### src/rtl/admux_pkg.sv
package admux_pkg;

   typedef enum logic [2:0] {
      ST_IDLE,
      ST_ALE,
      ST_RSETUP,
      ST_STROBE,
      ST_HOLD,
      ST_TURN
   } admux_state_e;

endpackage

### src/rtl/admux_ale_track.sv
module admux_ale_track #(
   parameter int AD_W = 16
) (
   input  logic            clk,
   input  logic            rst_n,
   input  logic            enable,
   input  logic [AD_W-1:0] cand,
   input  logic            load,
   output logic            need_ale
);

   logic [AD_W-1:0] stored_q;
   logic            valid_q;

   always_ff @(posedge clk or negedge rst_n) begin
      if (!rst_n) begin
         stored_q <= '0;
         valid_q  <= 1'b0;
      end else if (!enable) begin
         stored_q <= '0;
         valid_q  <= 1'b0;
      end else if (load) begin
         stored_q <= cand;
         valid_q  <= 1'b1;
      end
   end

   assign need_ale = !valid_q || (stored_q != cand);

endmodule

### src/rtl/admux_seq.sv
module admux_seq
   import admux_pkg::*;
#(
   parameter int CNT_W = 4
) (
   input  logic             clk,
   input  logic             rst_n,
   input  logic             start,
   input  logic             need_ale,
   input  logic             is_write,
   input  logic [CNT_W-1:0] cfg_ale,
   input  logic [CNT_W-1:0] cfg_strobe,
   input  logic [CNT_W-1:0] cfg_hold,
   output admux_state_e     state,
   output logic             done,
   output logic             capture
);

   logic [CNT_W-1:0] cnt_q;
   logic [CNT_W-1:0] stb_last_q;
   logic [CNT_W-1:0] hold_last_q;
   logic             wr_q;

   function automatic logic [CNT_W-1:0] last_of(input logic [CNT_W-1:0] n);
      return (n == '0) ? '0 : n - 1'b1;
   endfunction

   always_ff @(posedge clk or negedge rst_n) begin
      if (!rst_n) begin
         state       <= ST_IDLE;
         cnt_q       <= '0;
         stb_last_q  <= '0;
         hold_last_q <= '0;
         wr_q        <= 1'b0;
         done        <= 1'b0;
      end else begin
         done <= 1'b0;
         unique case (state)
            ST_IDLE: begin
               if (start) begin
                  wr_q        <= is_write;
                  stb_last_q  <= last_of(cfg_strobe);
                  hold_last_q <= last_of(cfg_hold);
                  if (need_ale) begin
                     state <= ST_ALE;
                     cnt_q <= last_of(cfg_ale);
                  end else if (is_write) begin
                     state <= ST_STROBE;
                     cnt_q <= last_of(cfg_strobe);
                  end else begin
                     state <= ST_RSETUP;
                  end
               end
            end
            ST_ALE: begin
               if (cnt_q == '0) begin
                  if (wr_q) begin
                     state <= ST_STROBE;
                     cnt_q <= stb_last_q;
                  end else begin
                     state <= ST_RSETUP;
                  end
               end else begin
                  cnt_q <= cnt_q - 1'b1;
               end
            end
            ST_RSETUP: begin
               state <= ST_STROBE;
               cnt_q <= stb_last_q;
            end
            ST_STROBE: begin
               if (cnt_q == '0) begin
                  state <= ST_HOLD;
                  cnt_q <= hold_last_q;
                  done  <= 1'b1;
               end else begin
                  cnt_q <= cnt_q - 1'b1;
               end
            end
            ST_HOLD: begin
               if (cnt_q == '0) begin
                  state <= wr_q ? ST_IDLE : ST_TURN;
               end else begin
                  cnt_q <= cnt_q - 1'b1;
               end
            end
            ST_TURN: state <= ST_IDLE;
            default: state <= ST_IDLE;
         endcase
      end
   end

   assign capture = (state == ST_STROBE) && (cnt_q == '0) && !wr_q;

endmodule

### src/rtl/admux_lane.sv
module admux_lane
   import admux_pkg::*;
#(
   parameter int LANE_W    = 8,
   parameter bit ADDR_LANE = 1'b0
) (
   input  admux_state_e      state,
   input  logic              wr,
   input  logic              wide,
   input  logic [LANE_W-1:0] lat_part,
   input  logic [LANE_W-1:0] addr_lo,
   input  logic [LANE_W-1:0] data_part,
   output logic [LANE_W-1:0] ad_o,
   output logic              oe
);

   logic carries_addr;
   assign carries_addr = ADDR_LANE && !wide;

   always_comb begin
      ad_o = '0;
      oe   = 1'b0;
      unique case (state)
         ST_ALE: begin
            ad_o = lat_part;
            oe   = 1'b1;
         end
         ST_RSETUP, ST_STROBE, ST_HOLD: begin
            if (carries_addr) begin
               ad_o = addr_lo;
               oe   = 1'b1;
            end else begin
               ad_o = wr ? data_part : '0;
               oe   = wr;
            end
         end
         default: begin
            ad_o = '0;
            oe   = 1'b0;
         end
      endcase
   end

endmodule

### src/rtl/admux_bus_master.sv
module admux_bus_master
   import admux_pkg::*;
#(
   parameter int AD_W  = 16,
   parameter int CNT_W = 4
) (
   input  logic                     clk,
   input  logic                     rst_n,
   input  logic                     enable,
   input  logic                     req_valid,
   output logic                     req_ready,
   input  logic                     req_write,
   input  logic                     req_wide,
   input  logic [AD_W+AD_W/2-1:0]   req_addr,
   input  logic [AD_W-1:0]          req_wdata,
   input  logic [CNT_W-1:0]         cfg_ale_cycles,
   input  logic [CNT_W-1:0]         cfg_strobe_cycles,
   input  logic [CNT_W-1:0]         cfg_hold_cycles,
   output logic                     done,
   output logic [AD_W-1:0]          rdata,
   output logic [AD_W-1:0]          ad_out,
   output logic [1:0]               ad_oe,
   input  logic [AD_W-1:0]          ad_in,
   output logic                     ale,
   output logic                     rd_n,
   output logic                     wr_n
);

   localparam int LANE_W = AD_W / 2;
   localparam int ADDR_W = AD_W + LANE_W;
   localparam int LANES  = 2;

   if (AD_W % 2 != 0 || AD_W < 4) begin : g_bad_width
      $error("admux_bus_master: AD_W must be even and at least 4");
   end
   if (CNT_W < 1) begin : g_bad_cnt
      $error("admux_bus_master: CNT_W must be at least 1");
   end

   admux_state_e    state;
   logic            start;
   logic            need_ale;
   logic            capture;
   logic [AD_W-1:0] req_lat;

   logic [ADDR_W-1:0] addr_q;
   logic [AD_W-1:0]   wdata_q;
   logic [AD_W-1:0]   lat_q;
   logic              wr_q;
   logic              wide_q;

   assign req_ready = enable && (state == ST_IDLE);
   assign start     = req_valid && req_ready;
   assign req_lat   = req_wide ? req_addr[AD_W-1:0] : req_addr[ADDR_W-1:LANE_W];

   always_ff @(posedge clk or negedge rst_n) begin
      if (!rst_n) begin
         addr_q  <= '0;
         wdata_q <= '0;
         lat_q   <= '0;
         wr_q    <= 1'b0;
         wide_q  <= 1'b0;
      end else if (start) begin
         addr_q  <= req_addr;
         wdata_q <= req_wdata;
         lat_q   <= req_lat;
         wr_q    <= req_write;
         wide_q  <= req_wide;
      end
   end

   admux_ale_track #(.AD_W(AD_W)) u_track (
      .clk      (clk),
      .rst_n    (rst_n),
      .enable   (enable),
      .cand     (req_lat),
      .load     (start && need_ale),
      .need_ale (need_ale)
   );

   admux_seq #(.CNT_W(CNT_W)) u_seq (
      .clk        (clk),
      .rst_n      (rst_n),
      .start      (start),
      .need_ale   (need_ale),
      .is_write   (req_write),
      .cfg_ale    (cfg_ale_cycles),
      .cfg_strobe (cfg_strobe_cycles),
      .cfg_hold   (cfg_hold_cycles),
      .state      (state),
      .done       (done),
      .capture    (capture)
   );

   for (genvar g = 0; g < LANES; g++) begin : g_lane
      admux_lane #(
         .LANE_W    (LANE_W),
         .ADDR_LANE (g == 1)
      ) u_lane (
         .state     (state),
         .wr        (wr_q),
         .wide      (wide_q),
         .lat_part  (lat_q[g*LANE_W +: LANE_W]),
         .addr_lo   (addr_q[LANE_W-1:0]),
         .data_part (wdata_q[g*LANE_W +: LANE_W]),
         .ad_o      (ad_out[g*LANE_W +: LANE_W]),
         .oe        (ad_oe[g])
      );
   end

   assign ale  = (state == ST_ALE);
   assign rd_n = !((state == ST_STROBE) && !wr_q);
   assign wr_n = !((state == ST_STROBE) && wr_q);

   always_ff @(posedge clk or negedge rst_n) begin
      if (!rst_n) begin
         rdata <= '0;
      end else if (capture) begin
         rdata <= wide_q ? ad_in : {{LANE_W{1'b0}}, ad_in[LANE_W-1:0]};
      end
   end

endmodule

### config.mk
export PLATFORM = sky130hd
export DESIGN_NAME = admux_bus_master
export DESIGN_NICKNAME = d
export VERILOG_FILES = /design/src/rtl/admux_pkg.sv /design/src/rtl/admux_ale_track.sv /design/src/rtl/admux_seq.sv /design/src/rtl/admux_lane.sv /design/src/rtl/admux_bus_master.sv
export SDC_FILE = /design/constraint.sdc
export NUM_CORES = 1
export LEC_CHECK = 0
export BUFFER_PORTS_ARGS = -buffer_cell sky130_fd_sc_hd__buf_2
export CORE_ASPECT_RATIO = 0.5
export CORE_MARGIN = 4
export CORE_UTILIZATION = 40
export DETAILED_ROUTE_END_ITERATION = 10
export SLEW_MARGIN = 10
export SYNTH_ARGS = -nofsm -noshare
export SYNTH_HDL_FRONTEND = slang
export SYNTH_HIERARCHICAL = 1
export SYNTH_SLANG_ARGS = --single-unit
### constraint.sdc
create_clock -name clk -period 4.9 [get_ports clk]
set_clock_uncertainty 0.15 [all_clocks]
set_input_delay 0.735 -clock clk [delete_from_list [all_inputs] [get_ports clk]]
set_output_delay 0.735 -clock clk [all_outputs]
set_load 0.02 [all_outputs]
==> results.tsv, run 1 <==
metric	value	unit
post-CTS setup buffers	0	
Internal Power	2.24	mW
share of synthesized registers carrying an async set or reset	100	%
Die Height	87.9	um
Synth Net Count	515	
met3 WL	402	um
Area contributors post-synth	dfrtp_1 45%, mux2_4 8.5%, mux2_2 8.4%, mux2i_1 3.9%, nor2b_1 3.3%	
Max Slew Vio Count	0	
logic gate share of total power	44.4	%
DRC violations left	0	
crit path kind	primary input to flip-flop	
Critical Path RT	4970	ps
Sink Count	92	
Area Overhead vs Synth	17.7	%
Final min period	3640	ps
Placement Cell Area	5720	um^2
crit path cell chain	buf_2, mux2_2, xnor2_1, nand4_1, nor4_1, nand3_1, and3_1, mux2i_1, nor2b_1	
max incr delay on CP	680	ps
HP Class	flip-flop to flip-flop	
first-pass GRT wire length	19300	um
Post-Route WL	11500	um
drt wl/cell	16.1	um
post-synth top area share	45.0	%
syn avg cell area	11.6	um^2
CTS max path bufs	2	
largest area contributor in the netlist	dfrtp_1	
clock slew seen by the registers of the worst setup and hold paths	70	ps
antenna violations before repair	0	
CTS H-tree depth	3	
sequential area share after synthesis	45.0	%
fill count	1132	
placed cells	697	
final-report setup violation count	0	
Slew HR	30.5	%
Post-Syn Area	5110	um^2
Post-synth top flop	dfrtp_1	
r2r worst-path depth	6	
Cells after Synth	439	
Hold Path Stages	2	
worst-skew pair later-pin latency	340	ps
pin count of the biggest net entering global routing	70	
Vias/cell	5.10	
fin nets	619	
Pwr Density	610	nW/um^2
RD Place Congestion	0.779	
Period Utilization, post-route	74.4	%
fin cells	713	
max_cap viols	0	
number of nets with antenna violations after routing	0	
Clk pwr share	18.6	%
total grt overflow	0	
number of synthesized flops with an enable pin	0	
WL met2	5340	um
IO buf count	112	
VDD IR-drop max	0.215	mV
switching power	1.43	mW
Critical Path AT	3720	ps
Post-CTS Resized	0	
TritonRoute pass-1 iters	4	
number of buffers created by CTS	9	
status	finished, final reports clean	
dpl hpwl	8250	um
Ys Warns	6	
antenna diode count	0	
initial core utilization	42.1	%
CTS root buf	clkbuf_16	
Fin. Hold Viols	0	
Net Sw Frac	39.0	%
IO Pins	113	
CP max FO	17	
hold buffers post-CTS	0	
CTS tree	yes	
Crit. End Element	flip-flop	
num rows	28	
slowest cell on the critical path	and3_1	
Via Count	3637	
Total GRT Usage	16.3	%
Sum Neg Setup Slack	0	ps
1st-iter DRT viols	175	
Leakage	2.67	nW
register share of total power	37.0	%
core area	12200	um^2
Tightest Pin Transition	1040	ps
fraction of layout cells with a size suffix above 1	39.6	%
die area	14800	um^2
fin area	6020	um^2
RSZ-0062 raised after global routing	no	
fmax	0.274	GHz
post-synth cell types	63	
Met1 Routed Length	5600	um
top sig layer	met4	
die width	168	um
Synth Register Bits	92	
Critical Path Source Type	primary input	
vias in the first global route	3705	
-- cell usage in the layout (no fill, tap or decap), types with 3 or more instances in the layout --
cell	count
o21ai_0	31
mux2_2	38
buf_2	111
a2bb2oi_1	3
mux2_4	29
buf_4	4
o31ai_1	8
nor2b_1	27
nor3b_2	4
dfrtp_1	92
nand3_1	12
nor2_1	14
xnor2_1	18
nand2_1	17
nor3_1	10
clkbuf_16	9
inv_1	11
o21ai_1	3
a21o_1	3
a21oi_1	18
mux2i_1	20
a22o_1	9
nand4_1	3
-- through the flow --
step	hold WS [ps]	worst slack (ps)	power (mW)	util (%)
after floorplan	289	1840	2.59	-
after global placement	312	990	3.00	47.1
after detailed placement	320	946	3.02	47.1
after CTS	336	1310	3.71	49.5
after global routing	351	1000	3.95	49.5
final	327	1260	3.67	49.5
-- state kept, by name, summed over array words and instances, names as in the netlist, 3 cells and up --
| signal | count |
|---|---|
| u_seq/stb_last_q | 4 |
| rdata | 16 |
| lat_q | 16 |
| u_seq/cnt_q | 4 |
| addr_q | 8 |
| u_seq/hold_last_q | 4 |
| u_seq/state | 3 |
| wdata_q | 16 |
| u_track/stored_q | 16 |
-- routing by layer --
metal,vias to the layer above,track usage (%)
li1,1792,-
met1,1779,22.2
met5,-,0
met4,0,4.20
met2,55,26.8
met3,11,3.34
-- cell usage after synthesis, types with 6 or more instances --
cell type / number
a21oi_1: 18
a22o_1: 9
buf_2: 6
dfrtp_1: 92
inv_1: 11
mux2_2: 38
mux2_4: 29
mux2i_1: 20
nand2_1: 17
nand3_1: 12
nor2_1: 14
nor2b_1: 27
nor3_1: 10
o21ai_0: 31
o31ai_1: 8
xnor2_1: 18
-- logic make-up (layout without fill, tap and decap cells) --
| family | count (synthesis) | in the layout | share of synthesized area (%) |
|---|---|---|---|
| flip-flops | 92 | 92 | 45.0 |
| adder cells (fa/ha/maj) | 2 | 2 | 0.489 |
| XOR/XNOR | 18 | 18 | 3.08 |
| AO/OA/AOI/OAI | 95 | 95 | 12.6 |
| multiplexers | 88 | 88 | 21.1 |
| buffers and inverters | 34 | 143 | 4.53 |
| AND/OR/NAND/NOR | 110 | 110 | 13.2 |
-- power groups by stage --
stage          clock, mW  combinational [mW]  sequential, mW
4_1_cts            0.704                1.65            1.36
3_3_place_gp           0                1.63            1.37
2_1_floorplan          0                1.24            1.35
3_5_place_dp           0                1.65            1.37
5_1_grt            0.736                1.80            1.41
6_report           0.684                1.63            1.36
-- final timing paths --
kind | startpoint | to | slack (ps)
worst max-delay path | req_wide | u_track/stored_q[4] | 1260
worst min-delay path | u_seq/hold_last_q[3] | u_seq/hold_last_q[3] | 330
worst max register to register | u_seq/state[1] | u_seq/wr_q | 1750
worst min register to register | u_seq/hold_last_q[3] | u_seq/hold_last_q[3] | 330
max in group asynchronous | rst_n | u_track/stored_q[9] | 3370
min in group asynchronous | rst_n | rdata[6] | 370
-- area by class of cell --
cell class | instances | area [um^2] | area share, %
inverters | 12 | 50.0 | 0.832
well taps | 165 | 206 | 3.43
clock inverters | 6 | 55.1 | 0.915
repair buffers | 115 | 586 | 9.73
clock buffers | 10 | 239 | 3.97
flip-flops and latches | 92 | 2300 | 38.3
multi-input cells | 313 | 2580 | 42.9
-- worst max-delay path, delay by kind of cell --
family                 cells  cell delay, ps
XOR/XNOR                   1             180
buffers and inverters      1             330
multiplexers               2             730
AND/OR/NAND/NOR            5            1730
Note: power is estimated with default switching activity, not from simulation.
==> run 2, diff against run 1 <==
==> constraint.sdc (replaced) <==
create_clock -name clk -period 2.95 [get_ports clk]
set_clock_uncertainty 0.15 [all_clocks]
set_input_delay 0.4425 -clock clk [delete_from_list [all_inputs] [get_ports clk]]
set_output_delay 0.4425 -clock clk [all_outputs]
set_load 0.02 [all_outputs]
==> run 2 against run 1 <==
Effect of this change:
- die area is the same
- cell count rose by 3.6%
- sequential power grew 59%
- register-to-register slack got worse by 1300 ps
- the run now ends with negative hold slack left
- routed wire length grew 5.5%
- combinational power increased by 77%
- via count increased by 3.7%
- total power is 71% higher
- first-iteration DRC count stayed put
- setup slack worse by 1000 ps
- largest cell class unchanged
- worst hold slack got worse by 340 ps
==> results.tsv, run 2 (synthesis gave the netlist of run 1 again) <==
metric	value	unit	change
status	finished with violations		
failing checks	negative hold slack		
Leakage	2.82	nW	+5.4%
total grt overflow	0		unchanged
r2r setup slk	410	ps	-1340 ps
reg-to-reg startpoint	u_seq/state[0]		
post-CTS setup buffers	0		unchanged
die area	14800	um^2	unchanged
initial core utilization	42.1	%	unchanged
IO buf count	112		unchanged
first-pass GRT wire length	20000	um	+3.4%
Final Util	51.4	%	+1.9 points
CTS max path bufs	2		unchanged
Setup crit end	ad_out[5]		
Area Overhead vs Synth	22.2	%	
Vias/cell	5.10		about the same
Final min period	2700	ps	
reg2reg end	u_seq/wr_q		
Sum Neg Setup Slack	0	ps	unchanged
num rows	28		unchanged
worst-skew pair later-pin latency	350	ps	about the same
antenna diode count	0		unchanged
core area	12200	um^2	unchanged
commonest non-fill, non-tap cells in the layout	111 x buf_2, 92 x dfrtp_1, 38 x mux2_2, 31 x o21ai_0		
Post-Route WL	12100	um	+5.5%
Pwr Density	1000	nW/um^2	+64%
Sink Count	92		unchanged
Period Utilization, post-route	91.4	%	
critical path startpoint	u_seq/state[0]		
CTS root buf	clkbuf_16		
dpl hpwl	8930	um	+8.3%
Total GRT Usage	16.9	%	+0.65 points
TritonRoute pass-1 iters	4		unchanged
drt wl/cell	16.4	um	+1.8%
pin count of the biggest net entering global routing	52		-26%
Post-CTS Resized	0		unchanged
Max Slew Vio Count	0		unchanged
Die Height	87.9	um	unchanged
1st-iter DRT viols	175		unchanged
IO Pins	113		unchanged
CTS tree	yes		
max_cap viols	0		unchanged
fin cells	739		+3.6%
fraction of layout cells with a size suffix above 1	42.3	%	+2.7 points
HP Class	primary input to async pin		
antenna violations before repair	0		unchanged
DRC violations left	0		unchanged
CTS H-tree depth	3		unchanged
RD Place Congestion	0.796		+2.3%
final-report setup violation count	0		unchanged
Hold WS	-16.2	ps	-343 ps
Tightest Pin Transition	687	ps	-356 ps
die width	168	um	unchanged
Slew HR	54.2	%	+24 points
number of buffers created by CTS	9		unchanged
Critical Path RT	2360	ps	-2610 ps
Via Count	3771		+3.7%
hold buffers post-CTS	0		unchanged
clock slew seen by the registers of the worst setup and hold paths	70	ps	about the same
crit path kind	flip-flop to primary output		
RSZ-0062 raised after global routing	no		
fin nets	645		+4.2%
most common cell after layout, fill and taps aside	buf_2		
CP max FO	19		+2
number of nets with antenna violations after routing	0		unchanged
VDD IR-drop max	0.372	mV	+73%
Power, Total	6.26	mW	+71%
Critical Path AT	2100	ps	-1620 ps
Crit. End Element	primary output		
r2r worst-path depth	6		unchanged
fmax	0.371	GHz	
placed cells	723		+3.7%
Critical Path Source Type	flip-flop		
Fin. Hold Viols	9		+9
vias in the first global route	3932		+6.1%
run 2: worst min path at each step:
stage	cells past startpoint	endpoint	from	slack (ps)
CTS	1	rdata[7]	rst_n	10
global route	1	rdata[7]	rst_n	40
floorplan	0	addr_q[0]	rst_n	-3
finish	1	rdata[7]	rst_n	-20
detailed placement	1	u_track/valid_q	u_track/valid_q	320
global placement	1	u_track/valid_q	u_track/valid_q	310
run 2: critical path: stages (launching register included):
cell	delay (ps)
dfrtp_1	480
buf_4	320
nor3b_2	570
a22o_1	240
buf_2	160
run 2: layer usage:
| layer | up-vias | track usage, % | share of wire [%] |
|---|---|---|---|
| met5 | - | 0 | 0 |
| met4 | 0 | 3.98 | 0.72 |
| met3 | 7 | 3.70 | 3.5 |
| met2 | 50 | 28.8 | 48 |
| met1 | 1873 | 22.5 | 48 |
| li1 | 1841 | - | - |
run 2: per-stage QoR:
| step | worst slack (ps) | area, um^2 |
|---|---|---|
| floorplan | 182 | 5110 |
| global placement | -21.6 | 5930 |
| detailed placement | -67.6 | 5930 |
| finish | 255 | 6250 |
| global route | 86.3 | 6250 |
| CTS | 227 | 6250 |
run 2: area by class of cell:
cell class | instances | area [um^2]
Sequential cell | 92 | 2300
Inverter | 12 | 50.0
Fill cell | 1110 | 5910
Multi-Input combinational cell | 313 | 2580
Clock buffer | 9 | 225
Tap cell | 165 | 206
Timing Repair Buffer | 141 | 793
Clock inverter | 7 | 92.6
run 2: report_power, final:
part / switching, mW / total, mW / internal, mW
Sequential: 0.372 / 2.16 / 1.79
Combinational: 1.51 / 2.89 / 1.38
Clock: 0.536 / 1.22 / 0.679
Total: 2.42 / 6.26 / 3.84
